<file path="src/rtl/fir_sym_pkg.sv">
package fir_sym_pkg;
  typedef enum logic {SW_IDLE = 1'b0, SW_RUN = 1'b1} sweep_e;

  function automatic int idx_w(input int n);
    return (n > 1) ? $clog2(n) : 1;
  endfunction
endpackage

</file>
<file path="src/rtl/fir_sweep_ctrl.sv">
module fir_sweep_ctrl
  import fir_sym_pkg::*;
#(
  parameter int HALF = 4,
  parameter int KW   = 2
) (
  input  logic          clk_i,
  input  logic          rst_ni,
  input  logic          in_valid_i,
  output logic          in_ready_o,
  output logic          step_en_o,
  output logic          first_o,
  output logic          last_o,
  output logic [KW-1:0] k_o
);
  localparam logic [KW-1:0] KTOP = KW'(HALF - 1);

  sweep_e        st_q;
  logic [KW-1:0] k_q;

  always_ff @(posedge clk_i or negedge rst_ni) begin
    if (!rst_ni) begin
      st_q <= SW_IDLE;
      k_q  <= '0;
    end else if (st_q == SW_IDLE) begin
      if (in_valid_i) begin
        st_q <= SW_RUN;
        k_q  <= KTOP;
      end
    end else if (k_q == '0) begin
      st_q <= SW_IDLE;
    end else begin
      k_q <= k_q - KW'(1);
    end
  end

  assign in_ready_o = (st_q == SW_IDLE);
  assign step_en_o  = (st_q == SW_RUN);
  assign first_o    = step_en_o && (k_q == KTOP);
  assign last_o     = step_en_o && (k_q == '0);
  assign k_o        = k_q;

  // tap index walks down one per cycle until the sweep ends
  a_r2_k_descends: assert property (@(posedge clk_i) disable iff (!rst_ni)
    (step_en_o && !last_o) |=> (step_en_o && (k_o == $past(k_o) - KW'(1))));
endmodule

</file>
<file path="src/rtl/fir_coef_rom.sv">
module fir_coef_rom #(
  parameter int                      HALF   = 4,
  parameter int                      COEF_W = 8,
  parameter int                      KW     = 2,
  parameter logic [HALF*COEF_W-1:0]  COEFS  = '0
) (
  input  logic        [KW-1:0]     k_i,
  output logic signed [COEF_W-1:0] coef_o
);
  logic signed [COEF_W-1:0] rom [HALF];

  for (genvar i = 0; i < HALF; i++) begin : g_rom
    assign rom[i] = COEFS[i*COEF_W +: COEF_W];
  end

  assign coef_o = rom[k_i];
endmodule

</file>
<file path="src/rtl/fir_psum_bank.sv">
module fir_psum_bank #(
  parameter int N_TAPS = 7,
  parameter int ACC_W  = 19,
  parameter int KW     = 2
) (
  input  logic                    clk_i,
  input  logic                    rst_ni,
  input  logic                    step_en_i,
  input  logic                    first_i,
  input  logic        [KW-1:0]    k_i,
  input  logic signed [ACC_W-1:0] prod_i,
  output logic signed [ACC_W-1:0] y_sum_o
);
  localparam int            IW   = $clog2(N_TAPS + 1);
  localparam logic [IW-1:0] LAST = IW'(N_TAPS - 1);

  logic signed [ACC_W-1:0] ps_q  [1:N_TAPS-1];
  logic signed [ACC_W-1:0] rd    [0:N_TAPS];
  logic signed [ACC_W-1:0] carry_q;
  logic signed [ACC_W-1:0] lo_op, hi_op, lo_sum, hi_sum;
  logic [IW-1:0]           k_ext, hi_idx;
  logic                    hi_act;

  // rd[0] and rd[N] read as zero: the ends of the chain
  assign rd[0]      = '0;
  assign rd[N_TAPS] = '0;
  for (genvar i = 1; i < N_TAPS; i++) begin : g_rd
    assign rd[i] = ps_q[i];
  end

  assign k_ext  = IW'(k_i);
  assign hi_idx = LAST - k_ext;
  assign hi_act = (hi_idx != k_ext);  // centre tap of odd N uses one lane

  // lower lane: old PS(k+1) comes from the register on the first step, else from carry
  assign lo_op  = first_i ? rd[k_ext + IW'(1)] : carry_q;
  // upper lane: PS(hi+1) has not been rewritten yet in this sweep
  assign hi_op  = rd[hi_idx + IW'(1)];
  assign lo_sum = prod_i + lo_op;
  assign hi_sum = prod_i + hi_op;

  always_ff @(posedge clk_i or negedge rst_ni) begin
    if (!rst_ni)        carry_q <= '0;
    else if (step_en_i) carry_q <= rd[k_ext];
  end

  for (genvar i = 1; i < N_TAPS; i++) begin : g_ps
    logic hi_wr, lo_wr;
    assign hi_wr = step_en_i && hi_act && (hi_idx == IW'(i));
    assign lo_wr = step_en_i && (k_ext == IW'(i));
    always_ff @(posedge clk_i or negedge rst_ni) begin
      if (!rst_ni)    ps_q[i] <= '0;
      else if (hi_wr) ps_q[i] <= hi_sum;
      else if (lo_wr) ps_q[i] <= lo_sum;
    end
  end

  assign y_sum_o = lo_sum;

  // history is frozen outside a sweep
  a_r8_hold_idle: assert property (@(posedge clk_i) disable iff (!rst_ni)
    !step_en_i |=> $stable(ps_q[N_TAPS-1]));
endmodule

</file>
<file path="src/rtl/fir_sym_tr.sv">
module fir_sym_tr
  import fir_sym_pkg::*;
#(
  parameter int N_TAPS = 7,
  parameter int DATA_W = 8,
  parameter int COEF_W = 8,
  parameter int OUT_W  = 12,
  parameter logic [((N_TAPS+1)/2)*COEF_W-1:0] COEFS = 32'h28_14_FB_03
) (
  input  logic              clk_i,
  input  logic              rst_ni,
  input  logic              in_valid_i,
  output logic              in_ready_o,
  input  logic [DATA_W-1:0] in_data_i,
  output logic              out_valid_o,
  output logic [OUT_W-1:0]  out_data_o
);
  localparam int HALF   = (N_TAPS + 1) / 2;
  localparam int KW     = idx_w(HALF);
  localparam int PROD_W = DATA_W + COEF_W;
  localparam int ACC_W  = PROD_W + $clog2(N_TAPS);
  localparam int LW     = $clog2(HALF + 1) + 1;

  logic                     step_en, first, last;
  logic [KW-1:0]            k;
  logic signed [COEF_W-1:0] coef;
  logic signed [DATA_W-1:0] x_q;
  logic signed [PROD_W-1:0] prod;
  logic signed [ACC_W-1:0]  prod_ext, y_sum;
  logic [OUT_W-1:0]         y_sat, out_data_q;
  logic                     out_valid_q;
  logic                     accept;

  fir_sweep_ctrl #(.HALF(HALF), .KW(KW)) u_ctrl (
    .clk_i, .rst_ni, .in_valid_i, .in_ready_o,
    .step_en_o(step_en), .first_o(first), .last_o(last), .k_o(k)
  );

  fir_coef_rom #(.HALF(HALF), .COEF_W(COEF_W), .KW(KW), .COEFS(COEFS)) u_rom (
    .k_i(k), .coef_o(coef)
  );

  assign accept = in_valid_i && in_ready_o;

  always_ff @(posedge clk_i or negedge rst_ni) begin
    if (!rst_ni)     x_q <= '0;
    else if (accept) x_q <= in_data_i;
  end

  assign prod     = x_q * coef;
  assign prod_ext = ACC_W'(prod);

  fir_psum_bank #(.N_TAPS(N_TAPS), .ACC_W(ACC_W), .KW(KW)) u_bank (
    .clk_i, .rst_ni, .step_en_i(step_en), .first_i(first), .k_i(k),
    .prod_i(prod_ext), .y_sum_o(y_sum)
  );

  if (OUT_W < ACC_W) begin : g_sat
    logic [ACC_W-OUT_W:0] top;
    assign top   = y_sum[ACC_W-1:OUT_W-1];
    assign y_sat = ((top == '0) || (top == '1)) ? y_sum[OUT_W-1:0] :
                   y_sum[ACC_W-1] ? {1'b1, {(OUT_W-1){1'b0}}} : {1'b0, {(OUT_W-1){1'b1}}};
  end else begin : g_ext
    assign y_sat = OUT_W'(y_sum);
  end

  always_ff @(posedge clk_i or negedge rst_ni) begin
    if (!rst_ni) begin
      out_valid_q <= 1'b0;
      out_data_q  <= '0;
    end else begin
      out_valid_q <= last;
      if (last) out_data_q <= y_sat;
    end
  end

  assign out_valid_o = out_valid_q;
  assign out_data_o  = out_data_q;

  // latency counter for the R3 window check
  logic [LW-1:0] lat_q;
  always_ff @(posedge clk_i or negedge rst_ni) begin
    if (!rst_ni)          lat_q <= '0;
    else if (accept)      lat_q <= '0;
    else if (!in_ready_o) lat_q <= lat_q + LW'(1);
  end

  a_r2_busy_after_accept: assert property (@(posedge clk_i) disable iff (!rst_ni)
    accept |=> !in_ready_o);
  a_r3_single_pulse: assert property (@(posedge clk_i) disable iff (!rst_ni)
    out_valid_o |=> !out_valid_o);
  a_r3_ready_with_out: assert property (@(posedge clk_i) disable iff (!rst_ni)
    out_valid_o |-> in_ready_o);
  a_r3_latency: assert property (@(posedge clk_i) disable iff (!rst_ni)
    out_valid_o |-> (lat_q == LW'(HALF)));
  a_r7_data_hold: assert property (@(posedge clk_i) disable iff (!rst_ni)
    !out_valid_o |-> $stable(out_data_o));
endmodule

</file>
<file path="config.mk">
export PLATFORM = sky130hd
export DESIGN_NAME = fir_sym_tr
export DESIGN_NICKNAME = d
export VERILOG_FILES = /design/src/rtl/fir_sym_pkg.sv /design/src/rtl/fir_sweep_ctrl.sv /design/src/rtl/fir_coef_rom.sv /design/src/rtl/fir_psum_bank.sv /design/src/rtl/fir_sym_tr.sv
export SDC_FILE = /design/constraint.sdc
export NUM_CORES = 1
export LEC_CHECK = 0
export ABC_AREA = 1
export CAP_MARGIN = 20
export CORE_MARGIN = 5
export CORE_UTILIZATION = 50
export DETAILED_ROUTE_END_ITERATION = 8
export PLACE_DENSITY = 0.74
export SLEW_MARGIN = 10
export SYNTH_ARGS = -nofsm -noshare
export SYNTH_HDL_FRONTEND = slang
export SYNTH_SLANG_ARGS = --single-unit
</file>
<file path="constraint.sdc">
create_clock -name clk_i -period 7.9 [get_ports clk_i]
set_input_delay 0.79 -clock clk_i [delete_from_list [all_inputs] [get_ports clk_i]]
set_output_delay 0.79 -clock clk_i [all_outputs]
set_load 0.05 [all_outputs]
</file>
Yosys cells after proc, flatten, opt, wreduce, memory -nomap -nowiden:

Index checks and enable logic that the tools add are counted.

* output and inout port bits: 14
* input bits: 11
* logic and storage cells: 90
* bits in registers: 157

* bitwise logic cells: 5
* $mul: 1
* $add $sub $neg: 6
* muxes and demuxes: 30
* reductions and logical operators: 20
* equality and inequality tests: 12
* $lt $le $gt $ge: 4

Operators by type and width (number)
* $mux W19: 16
* $bmux W19 S3: 3
* $add A16 B19 Y19: 2
* $mux W12: 2
* $bmux W8 S2: 1
* $mul A8 B8 Y16: 1
* $mux W8: 2
* $ge A4 B4 Y1 const B: 3
* $logic_and A1 B1 Y1: 12
* $eq A3 B3 Y1 const B: 3
* $eq A8 B8 Y1 const B: 1
* $logic_not A8 Y1: 1
* $not A3 Y4: 2
* $reduce_bool A2 Y1: 4
* $eq A3 B2 Y1 const B: 2
* $mux W2: 3
* $eq A2 B2 Y1 const B: 2
* $not A2 Y4: 1
* $add A2 B1 Y3 const B: 1
* $add A3 B1 Y3 const B: 1
* $eq A3 B1 Y1 const B: 1
* $ge A3 B3 Y1 const B: 1
* $mux W1: 3
* $ne A3 B2 Y1: 1
* 9 further kinds: 9

Logic depth before layout (Yosys ltp):

Gate-level depths: netlist of the first run.

* word-level depth: 10
* depth in mapped cells: 46
* mapped depth without buffers: 41

By module:

From an unflattened synthesis of the first run, not the netlist that was laid out.

* cells, all modules: 1800
* area total of the unflattened synthesis: 12886.1 um^2

By module, submodules not included
* fir_psum_bank: instances 1, area each 9031.2 um^2, cells each 1299, seq. area each 3328.2 um^2
* fir_sym_tr: instances 1, area each 3609.7 um^2, cells each 467, seq. area each 525.5 um^2
* fir_sweep_ctrl: instances 1, area each 178.9 um^2, cells each 25, seq. area each 75.1 um^2
* fir_coef_rom: instances 1, area each 66.3 um^2, cells each 9, seq. area each 0.0 um^2

Worst setup path after synthesis of the first run:

Ideal clock, no wire load.

* path type: register to register
* start: register u_ctrl.k_q[1], in the netlist u_ctrl.k_o[1]
* end: register out_data_q[10], in the netlist out_data_o[10]
* library setup time: 0.121 ns
* slack: 0.794 ns
* buffers on the path: 5
* period minus slack after synthesis: 7.106 ns
* stages on the path, launching flop included: 43
* data arrival time: 6.985 ns
* data required time: 7.779 ns
* cells stage by stage: dfrtp_1 > clkbuf_1 > inv_1 > clkbuf_1 > ha_1 > clkbuf_1 > clkbuf_1 > nand2_1 > fa_1 > fa_1 > inv_1 > fa_1 > inv_1 > fa_1 > inv_1 > ha_1 > inv_1 > o21bai_1 > (+7 left out) > nand2_1 > a21oi_1 > xnor2_1 > ha_1 > nand2_1 > inv_1 > nand2_1 > nand2_1 > a21oi_1 > nand2_1 > or2_1 > nand2_1 > nand2_1 > nor2_1 > nand2_1 > a21oi_2 > buf_6 > a21oi_2

* longest elaborated chain between the ends: 10
* elaborated cells on any way between the ends: 21
* classes of those cells: add/sub (2); mul (1); eq/ne (2); mux (9); bitwise (2); reduce/logical (5)

RTL lines
* from (decl): line fir_sweep_ctrl.sv:19 `logic [KW-1:0] k_q;`
* from (signal assigned): line fir_sweep_ctrl.sv:33 `k_q <= k_q - KW'(1);`
* branches (longest 10 deep; another with $add A16 B19 Y19)
* to (signal assigned): line fir_sym_tr.sv:73 `if (last) out_data_q <= y_sat;`
* to (decl): line fir_sym_tr.sv:30 `logic [OUT_W-1:0] y_sat, out_data_q;`

Parallel ways; which one is timed is not known. The select of a mux whose other input is x is not followed.
A chain may end at the register's enable or synchronous reset.

Worst setup path in the final report of the first run:

* start: register u_ctrl.k_q[1], in the netlist u_ctrl.k_o[1]
* end: register out_data_q[0], in the netlist out_data_o[0]

Same word-level chain as after synthesis.

==> flow_metrics.py, run 1 <==
metrics = {
    "floorplan": {
        "core.rowCount": 55,
        "dieArea_sq_mm": 0.0260,
        "initial_core_util": 0.507,
        "ioPinCount": 25,
        "die_y_um": 161,
        "die_x_um": 161,
        "core_area_sq_mm": 0.0226,
    },
    "critical_path": {
        "cp.arrival_ns": 7.59,
        "r2r-end": "out_data_o[0]",
        "rrSetupSlack_ns": 0.60,
        "crit_path_max_fanout": 11,
        "crit_slowest_cell": "a21oi_2",
        "cp.required_ns": 8.19,
        "cpPeakStageDelay_ns": 0.59,
        "cp-end-kind": "register",
        "criticalPathCategory": "reg -> reg",
        "crit_path_start_kind": "register",
        "critPathMostFrequentCell": "nand2_1",
        "ff2ff_path_depth": 37,
        "r2r-start": "u_ctrl.k_o[1]",
    },
    "placed_design": {
        "place_congestion": 0.992,
        "io_buffer_count": 24,
        "place.detailed.hpwl_um": 21300,
    },
    "layout": {
        "drive_above_1_share": 0.0475,
        "nets": 1678,
        "final_cell_mix": "412 x nand2_1, 217 x inv_1, 160 x o21ai_0",
        "fillers": 2101,
        "final_common_cell": "nand2_1",
        "syn2layout_area_growth_pct": 9.46,
        "diodes": 0,
    },
    "clocking": {
        "cts_setup_buffers": 0,
        "post_cts_resize_count": 0,
        "clkTransAtPathRegs_ns": 0.08,
        "cts.htree.levels": 4,
        "holdBufCountCts": 0,
        "tritoncts": "yes",
        "cts_sinks": 157,
        "clk_path_buf_depth": 2,
        "clock_latency_ns": 0.45,
        "cts_made_buffers": 17,
        "cts_root_buffer": "clkbuf_16",
    },
    "flow_run": {
        "cap_violations": 0,
    },
    "logic_synthesis": {
        "synth_top_area_share": 0.344,
        "ys_seq_area_frac": 0.344,
        "yosysTopAreaCell": "dfrtp_1",
        "ys_ff_latch": 157,
        "syn_nets": 1674,
        "synth_top_family_by_area": "simple AND/OR/NAND/NOR gates",
        "synth_compound_area_frac": 0.135,
        "async_flop_share": 1.00,
        "synthXorXnorAreaFrac": 0.0237,
        "synthAdderAreaFrac": 0.167,
        "synth-edff-count": 0,
        "synth_cell_types": 37,
        "avgSynthCellArea_sq_um": 7.42,
        "yosys.area_share.simple": 0.228,
        "muxShareOfSynthArea": 0.0105,
        "netlist_area_sq_mm": 0.0114,
        "yosys-top-cells-area": "dfrtp_1 34%, nand2_1 14%, fa_1 8.9%",
        "synth_flop_cell": "dfrtp_1",
        "ys.warnings.count": 0,
        "synth_cells": 1541,
    },
    "sta": {
        "finalHoldViolations": 0,
        "worst_slew_margin_rel": 0.326,
        "finalSetupViolCount": 0,
        "finClkSkew_ns": 0.0215,
        "max_freq_ghz": 0.137,
        "worst_slew_pin_slew_ns": 1.01,
        "post-route-min-period_ns": 7.30,
        "rsz0062_at_grt": "no",
        "tns_ns": 0,
        "maxSlewViolCount": 0,
        "period_share": 0.924,
    },
    "routing": {
        "vias": 9986,
        "vias_per_cell": 5.42,
        "drtIter0Drc": 815,
        "wl_per_cell_um": 15.9,
        "ant_nets": 0,
        "drc_errors": 0,
        "drt_pass1_iterations": 5,
        "routed_wirelength_um": 29200,
    },
    "status": {
        "status": "finished clean",
    },
    "grt": {
        "grt_max_degree": 86,
        "antenna_found_initial": 0,
        "grt.total_usage": 0.232,
        "grt_pass1_wl_um": 48600,
        "grt_pass1_vias": 9649,
        "grt-ovfl-total": 0,
    },
    "hold_path": {
        "hold_class": "in -> async",
    },
}
-- critical path, delay by kind of cell, from the launching register on --
family	cells	cell delay [ns]
buffers and inverters	6	0.43
AO/OA/AOI/OAI	7	1.39
flip-flops	1	0.49
adder cells (fa/ha/maj)	7	3.20
XOR/XNOR	1	0.21
AND/OR/NAND/NOR	16	1.40
-- cell usage after synthesis (6+ instances only) --
library cell,instances
mux2i_1,12
o21ai_0,160
nand2_2,6
a21oi_2,11
a31oi_1,12
xnor2_1,12
nand3b_1,6
a21oi_1,100
nand4_1,6
inv_1,217
ha_1,71
nor2_1,153
fa_1,51
xor2_1,19
clkbuf_1,49
dfrtp_1,157
nand3_1,53
nand2_1,412
-- registers in the layout (all words and copies together) (netlist names) --
name and flops:
out_valid_o 1, u_bank.carry_q 19, u_ctrl.step_en_o 1, u_ctrl.k_o 2, u_bank.ps_q 114, out_data_o 12, x_q 8
-- per-stage QoR --
step                      utilization  cells  hold slack (ns)  cell area (sq um)  worst slack (ns)
after floorplan                     -   1541            0.437              11400             0.794
after global placement          0.528   1811            0.452              11900             0.759
after detailed placement        0.528   1811            0.464              11900             0.619
after CTS                       0.555   1843            0.429              12500             0.600
after global routing            0.555   1843            0.458              12500            0.0632
final                           0.555   1843            0.377              12500             0.604
-- per-layer routing --
layer	part of all wire	track usage	up-vias
li1	-	-	4876
met1	0.45	0.323	4730
met2	0.46	0.376	344
met3	0.076	0.0436	36
met4	0.018	0.0609	0
met5	0	0	-
-- logic make-up after synthesis --
family                     count (synthesis)
buffers and inverters                    275
muxes                                     12
and+or+nand+nor                          651
DFF                                      157
adders and majority gates                122
xor gates and xnor gates                  31
AOI/OAI and AO/OA                        293
-- area by class of cell --
cell class	count	area, sq um	share of cell area
clock buffer	17	425	0.0340
clock inverter	15	163	0.0130
multi-input combinational	1109	6460	0.516
sequential	157	3930	0.314
tap	285	357	0.0285
timing repair buffer	39	354	0.0283
inverter	221	830	0.0663
-- how the worst max path moves through the flow --
stage,slack (ns),depth (start not counted),end,start
global placement,0.76,32,out_data_o[0],u_ctrl.k_o[0]
detailed placement,0.62,37,out_data_o[0],u_ctrl.k_o[1]
floorplan,0.79,42,out_data_o[10],u_ctrl.k_o[1]
CTS,0.60,37,out_data_o[0],u_ctrl.k_o[1]
finish,0.60,37,out_data_o[0],u_ctrl.k_o[1]
global route,0.06,36,out_data_o[0],u_ctrl.k_o[1]
Power of run 1 is not shown: default switching activity piles up to over one toggle a cycle in this logic, so the estimate is an artifact.
==> inputs of run 2 (changes only) <==
--- a/config.mk
+++ b/config.mk
@@ -8,9 +8,9 @@
 export ABC_AREA = 1
 export CAP_MARGIN = 20
 export CORE_MARGIN = 5
-export CORE_UTILIZATION = 50
+export CORE_UTILIZATION = 36
 export DETAILED_ROUTE_END_ITERATION = 8
-export PLACE_DENSITY = 0.74
+export PLACE_DENSITY = 0.55
 export SLEW_MARGIN = 10
 export SYNTH_ARGS = -nofsm -noshare
 export SYNTH_HDL_FRONTEND = slang
==> run 2 against run 1 <==
Non-clock buffer count grew 4. Via count shrank 1.8%. Setup slack improved by 0.059 ns.
==> flow_metrics.py, run 2 (synthesis results as in run 1) <==
metrics = {
    "layout": {
        "utilization": 0.403,
        "final_common_cell": "nand2_1",
        "regMostFlops": "u_bank.ps_q",
        "final_cell_mix": "412 x nand2_1, 217 x inv_1, 160 x o21ai_0",
        "fin_cells": 1964,
        "nets": 1682,
        "diodes": 0,
        "drive_above_1_share": 0.0499,
        "largest_register_ff_count": 114,
        "syn2layout_area_growth_pct": 11.1,
    },
    "clocking": {
        "clkTransAtPathRegs_ns": 0.08,
        "holdBufCountCts": 0,
        "cts.htree.levels": 4,
        "cts_made_buffers": 17,
        "clock_latency_ns": 0.45,
        "cts_root_buffer": "clkbuf_16",
        "clk_path_buf_depth": 2,
        "cts_setup_buffers": 0,
        "tritoncts": "yes",
        "post_cts_resize_count": 0,
        "cts_sinks": 157,
    },
    "grt": {
        "grt.total_usage": 0.183,
        "grt-ovfl-total": 0,
        "antenna_found_initial": 0,
        "grt_pass1_wl_um": 51900,
        "grt_max_degree": 100,
        "grt_pass1_vias": 9709,
    },
    "status": {
        "status": "finished clean",
    },
    "critical_path": {
        "cp.arrival_ns": 7.54,
        "crit_slowest_cell": "a21oi_2",
        "cp-end-kind": "register",
        "rrSetupSlack_ns": 0.66,
        "crit_path_start_kind": "register",
        "cp.required_ns": 8.21,
        "criticalPathCategory": "reg -> reg",
        "ff2ff_path_depth": 38,
        "r2r-start": "u_ctrl.k_o[1]",
        "cpPeakStageDelay_ns": 0.61,
        "crit_path_max_fanout": 11,
        "r2r-end": "out_data_o[0]",
        "critPathMostFrequentCell": "nand2_1",
    },
    "placed_design": {
        "place_congestion": 0.906,
        "place.detailed.hpwl_um": 23100,
        "dp.cells": 1932,
        "io_buffer_count": 24,
    },
    "sta": {
        "rsz0062_at_grt": "no",
        "tns_ns": 0,
        "post-route-min-period_ns": 7.24,
        "maxSlewViolCount": 0,
        "finClkSkew_ns": 0.0168,
        "finalHoldViolations": 0,
        "period_share": 0.916,
        "finalSetupViolCount": 0,
        "worst_slew_pin_slew_ns": 1.08,
        "worst_slew_margin_rel": 0.282,
        "max_freq_ghz": 0.138,
    },
    "routing": {
        "drt_pass1_iterations": 4,
        "m1WireLength_um": 15300,
        "vias_per_cell": 4.99,
        "met2WireLength_um": 14200,
        "ant_nets": 0,
        "met3_length_um": 1260,
        "drc_errors": 0,
        "routed_wirelength_um": 31300,
        "routed.top_layer": "met4",
        "wl_per_cell_um": 15.9,
        "vias": 9804,
        "drtIter0Drc": 673,
    },
    "floorplan": {
        "initial_core_util": 0.363,
        "die_y_um": 188,
        "die_x_um": 188,
        "dieArea_sq_mm": 0.0354,
        "core.rowCount": 65,
        "ioPinCount": 25,
        "core_area_sq_mm": 0.0315,
    },
    "flow_run": {
        "cap_violations": 0,
    },
    "hold_path": {
        "hold_class": "in -> async",
    },
}
run 2: how the worst max path moves through the flow:
stage                  startpoint              to  slack, ns  depth (start not counted)
detailed placement  u_ctrl.k_o[1]   out_data_o[0]       0.69                         38
global placement    u_ctrl.k_o[0]   out_data_o[0]       0.80                         37
floorplan           u_ctrl.k_o[1]  out_data_o[10]       0.79                         42
global route        u_ctrl.k_o[1]   out_data_o[0]       0.05                         35
CTS                 u_ctrl.k_o[1]   out_data_o[0]       0.67                         38
finish              u_ctrl.k_o[1]   out_data_o[0]       0.66                         38
run 2: layout make-up:
class | count | area [sq um]
fillers | 3278 | 18800
clock inverters | 15 | 169
well taps | 402 | 503
repair buffers | 43 | 384
flip-flops and latches | 157 | 3930
clock buffers | 17 | 425
inverters | 221 | 830
multi-input cells | 1109 | 6460
run 2: critical path: cells and delay by family, from the launching register on:
family | cells | cell delay, ns
compound gates | 7 | 1.45
buf+inv | 7 | 0.53
simple gates | 16 | 1.45
xor+xnor | 1 | 0.21
flops | 1 | 0.35
fa+ha+maj | 7 | 3.12
run 2: metal layers:
| layer | vias up | track usage |
|---|---|---|
| li1 | 4888 | - |
| met3 | 28 | 0.0300 |
| met5 | - | 0 |
| met4 | 0 | 0.0503 |
| met1 | 4713 | 0.257 |
| met2 | 175 | 0.294 |
run 2: through the flow:
step | setup slack (ns) | hold WS [ns] | area (sq um)
6_report | 0.663 | 0.421 | 12700
5_1_grt | 0.0480 | 0.503 | 12700
4_1_cts | 0.674 | 0.474 | 12700
3_5_place_dp | 0.685 | 0.458 | 12100
3_3_place_gp | 0.797 | 0.456 | 12100
2_1_floorplan | 0.794 | 0.437 | 11400
Power of run 2 is left out for the same reason.
